**config.mk**
```make
export PLATFORM = sky130hd
export DESIGN_NAME = sfsr_top
export DESIGN_NICKNAME = d
export VERILOG_FILES = /design/src/rtl/sfsr_pkg.sv /design/src/rtl/sfsr_free_cnt.sv /design/src/rtl/sfsr_tx_req.sv /design/src/rtl/sfsr_rxc_reg.sv /design/src/rtl/sfsr_irq_merge.sv /design/src/rtl/sfsr_top.sv
export SDC_FILE = /design/constraint.sdc
export NUM_CORES = 1
export LEC_CHECK = 0
export BUFFER_PORTS_ARGS = -buffer_cell sky130_fd_sc_hd__buf_2
export CAP_MARGIN = 10
export CORE_MARGIN = 2
export CORE_UTILIZATION = 45
export CTS_CLUSTER_DIAMETER = 120
export CTS_CLUSTER_SIZE = 16
export DETAILED_ROUTE_END_ITERATION = 8
export GPL_TIMING_DRIVEN = 0
export MAX_ROUTING_LAYER = met4
export PLACE_DENSITY = 0.84
export SLEW_MARGIN = 20
export SYNTH_ARGS = -nofsm -noshare
export SYNTH_HDL_FRONTEND = slang
export SYNTH_HIERARCHICAL = 1
export SYNTH_SLANG_ARGS = --single-unit
```
**constraint.sdc**
```tcl
create_clock -name clk -period 6.1 [get_ports clk]
set_input_delay 0.61 -clock clk [delete_from_list [all_inputs] [get_ports clk]]
set_output_delay 0.61 -clock clk [all_outputs]
set_load 0.01 [all_outputs]
```
**src/rtl/sfsr_pkg.sv**
```systemverilog
package sfsr_pkg;
  localparam int FLAG_TX  = 0;
  localparam int FLAG_RX  = 1;
  localparam int N_FLAGS  = 2;

  typedef logic [N_FLAGS-1:0] flag_vec_t;
endpackage

```
**src/rtl/sfsr_free_cnt.sv**
```systemverilog
module sfsr_free_cnt #(
  parameter int DEPTH = 16,
  parameter int CNT_W = $clog2(DEPTH + 1)
) (
  input  logic             clk,
  input  logic             rst,
  input  logic             push,
  input  logic             pop,
  output logic [CNT_W-1:0] free_q,
  output logic [CNT_W-1:0] free_nxt
);
  localparam logic [CNT_W-1:0] FULL_FREE = CNT_W'(DEPTH);

  always_comb begin
    free_nxt = free_q;
    unique case ({push, pop})
      2'b10: if (free_q != '0)        free_nxt = free_q - 1'b1;
      2'b01: if (free_q != FULL_FREE) free_nxt = free_q + 1'b1;
      default: free_nxt = free_q;
    endcase
  end

  always_ff @(posedge clk) begin
    if (rst) free_q <= FULL_FREE;
    else     free_q <= free_nxt;
  end
endmodule

```
**src/rtl/sfsr_tx_req.sv**
```systemverilog
module sfsr_tx_req #(
  parameter int CNT_W = 5,
  parameter int WM_W  = 4
) (
  input  logic             clk,
  input  logic             rst,
  input  logic             tx_en,
  input  logic             dma_wr,
  input  logic [WM_W-1:0]  wm,
  input  logic [CNT_W-1:0] free_nxt,
  output logic             req_q
);
  localparam int CMP_W = (CNT_W > WM_W) ? CNT_W : WM_W;

  logic [CMP_W-1:0] free_ext;
  logic [CMP_W-1:0] wm_ext;
  logic             above;

  always_comb begin
    free_ext = CMP_W'(free_nxt);
    wm_ext   = CMP_W'(wm);
    above    = free_ext > wm_ext;
  end

  always_ff @(posedge clk) begin
    if (rst) req_q <= 1'b0;
    else     req_q <= tx_en & above & ~dma_wr;
  end
endmodule

```
**src/rtl/sfsr_rxc_reg.sv**
```systemverilog
module sfsr_rxc_reg #(
  parameter int CW_W = 16
) (
  input  logic            clk,
  input  logic            rst,
  input  logic            rx_en,
  input  logic            load,
  input  logic [CW_W-1:0] word,
  input  logic            rd,
  output logic [CW_W-1:0] data_q,
  output logic            rdy_q
);
  always_ff @(posedge clk) begin
    if (rst) begin
      data_q <= '0;
      rdy_q  <= 1'b0;
    end else if (!rx_en) begin
      rdy_q  <= 1'b0;
    end else if (load) begin
      data_q <= word;
      rdy_q  <= 1'b1;
    end else if (rd) begin
      rdy_q  <= 1'b0;
    end
  end
endmodule

```
**src/rtl/sfsr_irq_merge.sv**
```systemverilog
module sfsr_irq_merge #(
  parameter int N = 2
) (
  input  logic         clk,
  input  logic         rst,
  input  logic [N-1:0] flags,
  input  logic [N-1:0] enables,
  output logic         irq_q
);
  logic [N-1:0] masked;

  for (genvar g = 0; g < N; g++) begin : g_mask
    assign masked[g] = flags[g] & enables[g];
  end

  always_ff @(posedge clk) begin
    if (rst) irq_q <= 1'b0;
    else     irq_q <= |masked;
  end
endmodule

```
**src/rtl/sfsr_top.sv**
```systemverilog
module sfsr_top #(
  parameter int DEPTH  = 16,
  parameter int WM_W   = 4,
  parameter int CW_W   = 16,
  parameter int STAT_W = 8,
  parameter int CNT_W  = $clog2(DEPTH + 1)
) (
  input  logic              clk,
  input  logic              rst,
  input  logic              tx_en,
  input  logic              rx_en,
  input  logic [WM_W-1:0]   wm,
  input  logic              tx_push,
  input  logic              tx_pop,
  input  logic              dma_wr,
  input  logic              rxc_load,
  input  logic [CW_W-1:0]   rxc_word,
  input  logic              rxc_rd,
  input  logic              ie_tx,
  input  logic              ie_rx,
  output logic [CNT_W-1:0]  tx_free,
  output logic              tx_req,
  output logic [CW_W-1:0]   rxc_data,
  output logic              rxc_rdy,
  output logic [STAT_W-1:0] stat,
  output logic              irq
);
  import sfsr_pkg::*;

  logic [CNT_W-1:0] free_nxt;
  flag_vec_t        flags;
  flag_vec_t        ies;

  sfsr_free_cnt #(.DEPTH(DEPTH), .CNT_W(CNT_W)) u_cnt (
    .clk(clk), .rst(rst), .push(tx_push), .pop(tx_pop),
    .free_q(tx_free), .free_nxt(free_nxt)
  );

  sfsr_tx_req #(.CNT_W(CNT_W), .WM_W(WM_W)) u_req (
    .clk(clk), .rst(rst), .tx_en(tx_en), .dma_wr(dma_wr), .wm(wm),
    .free_nxt(free_nxt), .req_q(tx_req)
  );

  sfsr_rxc_reg #(.CW_W(CW_W)) u_rxc (
    .clk(clk), .rst(rst), .rx_en(rx_en), .load(rxc_load), .word(rxc_word),
    .rd(rxc_rd), .data_q(rxc_data), .rdy_q(rxc_rdy)
  );

  always_comb begin
    flags          = '0;
    flags[FLAG_TX] = tx_req;
    flags[FLAG_RX] = rxc_rdy;
    ies            = '0;
    ies[FLAG_TX]   = ie_tx;
    ies[FLAG_RX]   = ie_rx;
    stat           = STAT_W'(flags);
  end

  sfsr_irq_merge #(.N(N_FLAGS)) u_irq (
    .clk(clk), .rst(rst), .flags(flags), .enables(ies), .irq_q(irq)
  );
endmodule

```
Word-level counts from Yosys, hierarchy flattened
Cells that the tools add are included.
{ "totals": {"reg_bits": 24, "latch_bits": 0, "ram_bits": 0, "mem_bits_ro": 0, "inputBits": 31, "elab_cells": 27, "n_memories": 0} }
{ "op_classes": {"addsub": 2, "n_mul": 0, "div": 0, "order_cmp": 1, "n_eq_ne": 3, "shift": 0, "mux": 5, "bitwise": 6, "n_reduce_logical": 5} }
{ "op_table": {"columns": ["cell", "count"], "rows": [
  ["$mux 5", 2],
  ["$pmux 5 s2", 1],
  ["$add 5x1->5 const B", 1],
  ["$gt 5x4->1", 1],
  ["$ne 5x5->1 const B", 1],
  ["$reduce_bool 5->1", 1],
  ["$sub 5x1->5 const B", 1],
  ["$and 1x1->1", 4],
  ["$reduce_or 2->1", 2],
  ["$eq 2x1->1 const B", 1],
  ["$eq 2x2->1 const B", 1],
  ["$mux 1", 2],
  ["$not 1->1", 2],
  ["$reduce_and 2->1", 1],
  ["$reduce_bool 2->1", 1]
]} }

Depth between registers and ports, before layout
{ "logic_depth": {"depth_word": 6, "depth_mapped": 11} }

Hierarchy
The synthesis kept the hierarchy.
{ "by_module_without_submodules": {"columns": ["module", "instances", "cells_each", "area_per_inst_um2", "seq_area_each_um2"], "rows": [
  ["sfsr_rxc_reg", 1, 78, 762.0, 340.3],
  ["sfsr_free_cnt", 1, 61, 462.9, 100.1],
  ["sfsr_tx_req", 1, 16, 128.9, 20.0],
  ["sfsr_top", 1, 9, 63.8, 0.0],
  ["sfsr_irq_merge", 1, 3, 31.3, 20.0]
]} }

Worst setup path before layout
No wires, ideal clock.
{ "synth_timing": {"path_kind": "input port to flip-flop", "start": "input tx_push", "end": "register u_req.req_q", "setup_ns": 0.125, "arrival_ns": 2.171, "required_time_ns": 5.975, "setup_slack_ns": 3.805, "stages": 10, "n_path_buf": 1, "cell_sequence": "inv_1 -> ha_1 -> clkbuf_1 -> nor2_1 -> a22oi_1 -> nand2_1 -> ha_1 -> nor2b_1 -> o211ai_1 -> a21oi_1"} }
{ "synth_via": {"elab_chain_cells": 5} }
{ "synth_lines": {"columns": ["item", "line", "source"], "rows": [
  ["start, declared", "sfsr_top.sv:13", "input logic tx_push,"],
  ["$eq 2x1->1 / $eq 2x2->1 (equally long branches)", "sfsr_free_cnt.sv:16", "unique case ({push, pop})"],
  ["$pmux 5 s2 *", "sfsr_free_cnt.sv:16", null],
  ["via free_nxt[1]", "sfsr_top.sv:30", "logic [CNT_W-1:0] free_nxt;"],
  ["$gt 5x4->1 *", "sfsr_tx_req.sv:22", "above = free_ext > wm_ext;"],
  ["$and 1x1->1 * (2 in a row)", "sfsr_tx_req.sv:27", "else req_q <= tx_en & above & ~dma_wr;"],
  ["end signal, assigned", "sfsr_tx_req.sv:27", null],
  ["end, declared", "sfsr_tx_req.sv:11", "output logic req_q"]
]} }
The timed path passes the listed nets; every way through them passes the cells marked *.
A chain may end at the register's enable or synchronous reset.

Final worst setup path
Same ends and word-level chain as after synthesis.

==> run_results.csv <==
group,metric,value,unit
run_status,outcome,"finished clean",
detailed_routing,postRouteAntennaNets,0,
global_route,grt_start_max_net_pins,15,
clocking,cts_setup_buffers,0,
detailed_routing,wl_per_cell,12.5,um
timing,slew_viol_final,0,
synthesis,synth_xor_area_frac,0,
cells_and_area,fillers,313,
worst_setup_path,worstPathArrival,2570,ps
floorplan,initial_core_util,0.475,
synthesis,synth-main-ff-cell,"dfxtp_1",
power_and_ir_drop,power,0.000385,W
synthesis,ys_ff_latch,24,
worst_setup_path,r2r_start,"u_cnt/free_q[0]$_SDFF_PP0_",
min_path,hold_path_class,"primary input to flip-flop",
run,cap_viol_max_count,0,
worst_setup_path,critPathMaxFanout,10,
synthesis,ys_seq_area_frac,0.332,
clocking,clock-sinks,24,
detailed_routing,routed_wl,3420,um
cells_and_area,layout-drive-gt1-share,0.361,
floorplan,core,3050,sq um
global_route,grt_pass1_wl,5180,um
worst_setup_path,crit_family,"adder cells",
clocking,clock_path_buffers,2,
worst_setup_path,r2r_slack,3740,ps
worst_setup_path,crit_buf_inv,3,
detailed_routing,drc,0,
worst_setup_path,crit_top_cell,"ha_1",
worst_setup_path,critPathRequiredTime,6300,ps
detailed_routing,via_per_inst,5.10,
worst_setup_path,path_cells,"buf_2 > inv_1 > ha_1 > clkbuf_1 > nor3b_1 > o221ai_1 > nand3_1 > ha_1 > nand4_1 > o211ai_1 > a21oi_1",
synthesis,ys_async_sr_fraction,0,
detailed_routing,drtIter0Drc,58,
timing,rsz0062_at_grt,"no",
synthesis,synth.mux.area_fraction,0.00691,
timing,skew,13.1,ps
global_route,grtUsageTotal,0.191,
synthesis,synth_simple_gate_area_frac,0.157,
timing,setup_tns,0,ps
floorplan,row_count,20,
clocking,root_buffer,"clkbuf_4",
clocking,ctsResizeCount,0,
floorplan,dieArea,3690,sq um
worst_setup_path,crit_slowest_cell,"clkbuf_1",
detailed_routing,dr.pass1.iters,4,
clocking,hold_buffers,0,
floorplan,die_w,60.7,um
cells_and_area,area_growth,27.4,%
global_route,grt_pass1_vias,1247,
synthesis,synth-edff-count,0,
min_path,min_from,"rxc_word[15]",
timing,fmax,423,MHz
floorplan,io_pins,63,
power_and_ir_drop,power.leakage,0.941,nW
synthesis,netlist_instances,167,
cells_and_area,antenna_cells,0,
synthesis,syn_area_per_cell,8.68,sq um
synthesis,yosys.area_share.adder,0.0691,
synthesis,syn_area,1450,sq um
synthesis,synth_compound_area_frac,0.298,
power_and_ir_drop,p_per_area,209,nW/um^2
place,placed_cell_area,1790,sq um
timing,hold_ws,540,ps
global_route,overflow,0,
worst_setup_path,setup.worst_path.end_class,"flip-flop",
synthesis,synth_top_family_by_area,"compound AO/OA/AOI/OAI gates",
global_route,antenna_found_initial,0,
worst_setup_path,criticalPathCategory,"primary input to flip-flop",
floorplan,die_y,60.7,um
cells_and_area,final_area,1850,sq um
worst_setup_path,slowest_delay,360,ps
clocking,cts_max_level,1,
synthesis,synthDistinctLibCells,42,
power_and_ir_drop,irDropWorstVdd,0.147,mV
clocking,cts.clk_slew.worst_paths,140,ps
timing,finalCriticalPeriod,2370,ps
clocking,clk_latency,320,ps
cells_and_area,nNetsFinal,270,
synthesis,yosys_warnings,6,
timing,hold_viol,0,
place,hpwl,2600,um
worst_setup_path,worstSetupStartpoint,"tx_push",
detailed_routing,num_vias,1397,
timing,setup_viol,0,
clocking,numCtsBuffers,3,
timing,fin_crit_sh,0.388,
clocking,cts_tree,"done",
place,io_buffers,54,
place,gp_congestion,0.857,
worst_setup_path,start_kind,"primary input",
layer usage:
layer | global-route usage | vias up | part of all wire
met3 | 0.0426 | 2 | 0.046
li1 | - | 712 | -
met5 | - | - | 0
met4 | 0.0714 | 0 | 0.0073
met1 | 0.218 | 642 | 0.43
met2 | 0.326 | 41 | 0.51
path summary, 6_finish.rpt:
check,end,depth (start not counted)
min reg2reg,u_irq/irq_q$_SDFF_PP0_,2
max,u_req/req_q$_SDFF_PP0_,11
min,u_rxc/data_q[15]$_SDFFE_PP0P_,3
max reg2reg,u_req/req_q$_SDFF_PP0_,9
where the power goes:
group / switching, W / total [W] / internal (W) / leakage [nW]
combinational: 0.0000521 / 0.0000993 / 0.0000472 / 0.717
clock: 0.0000471 / 0.000114 / 0.0000665 / 0.0279
sequential: 0.00000683 / 0.000172 / 0.000165 / 0.196
synth_stat cells, drive strengths merged (2+ instances only):
| cell | number | share of area |
|---|---|---|
| nor2b | 6 | 0.026 |
| nor3 | 3 | 0.010 |
| a21oi | 22 | 0.079 |
| dfxtp | 24 | 0.33 |
| a21bo | 16 | 0.11 |
| nor2 | 7 | 0.018 |
| nand3 | 19 | 0.066 |
| a22oi | 2 | 0.010 |
| buf | 18 | 0.098 |
| ha | 8 | 0.069 |
| o211ai | 2 | 0.010 |
| a31oi | 2 | 0.0086 |
| nand2 | 2 | 0.0052 |
| inv | 11 | 0.028 |
| clkbuf | 3 | 0.0086 |
area by class of cell:
cell class,count,area (sq um),area share
tap,44,55.1,0.0298
timing repair buffer,54,270,0.146
clock buffer,3,22.5,0.0122
sequential,24,480,0.260
clock inverter,1,30.0,0.0163
inverter,11,41.3,0.0224
buffer,21,154,0.0834
multi-input combinational,116,792,0.429
stage by stage:
step	setup slack, ps	instances	util
2_1_floorplan	3800	172	-
3_3_place_gp	3490	270	0.587
3_5_place_dp	3460	270	0.587
4_1_cts	3770	274	0.605
5_1_grt	3590	274	0.605
6_report	3730	274	0.605
kinds of logic (layout without fill, tap and decap cells):
logic type,Yosys count,in the layout
AOI/OAI and AO/OA,58,58
adders and majority gates,8,8
buffers and inverters,32,90
DFF,24,24
muxes,1,1
other,1,6
and+or+nand+nor,43,43
placed cells by master, fill, tap and decap left out, types with 2 or more instances in the layout:
cell type / instances
buf_2: 59
dfxtp_1: 24
a21oi_1: 21
nand3_1: 19
a21bo_1: 13
inv_1: 11
buf_4: 8
ha_1: 8
nor2_1: 7
conb_1: 6
nor2b_1: 6
buf_6: 5
clkbuf_4: 3
nor3_1: 3
a21bo_2: 3
clkbuf_1: 2
nand2_1: 2
a22oi_1: 2
a31oi_1: 2
o211ai_1: 2
tightest hold or removal path: cells and delay by family:
family / cells / cell delay (ps)
buf+inv: 1 / 100
simple gates: 1 / 70
compound gates: 1 / 50
registers in the layout, summed over array words and instances, names as in the netlist:
signal	count
u_cnt/free_q	5
u_irq/irq_q	1
u_rxc/rdy_q	1
u_rxc/data_q	16
u_req/req_q	1
No activity file was read; power rests on OpenSTA's default activity.
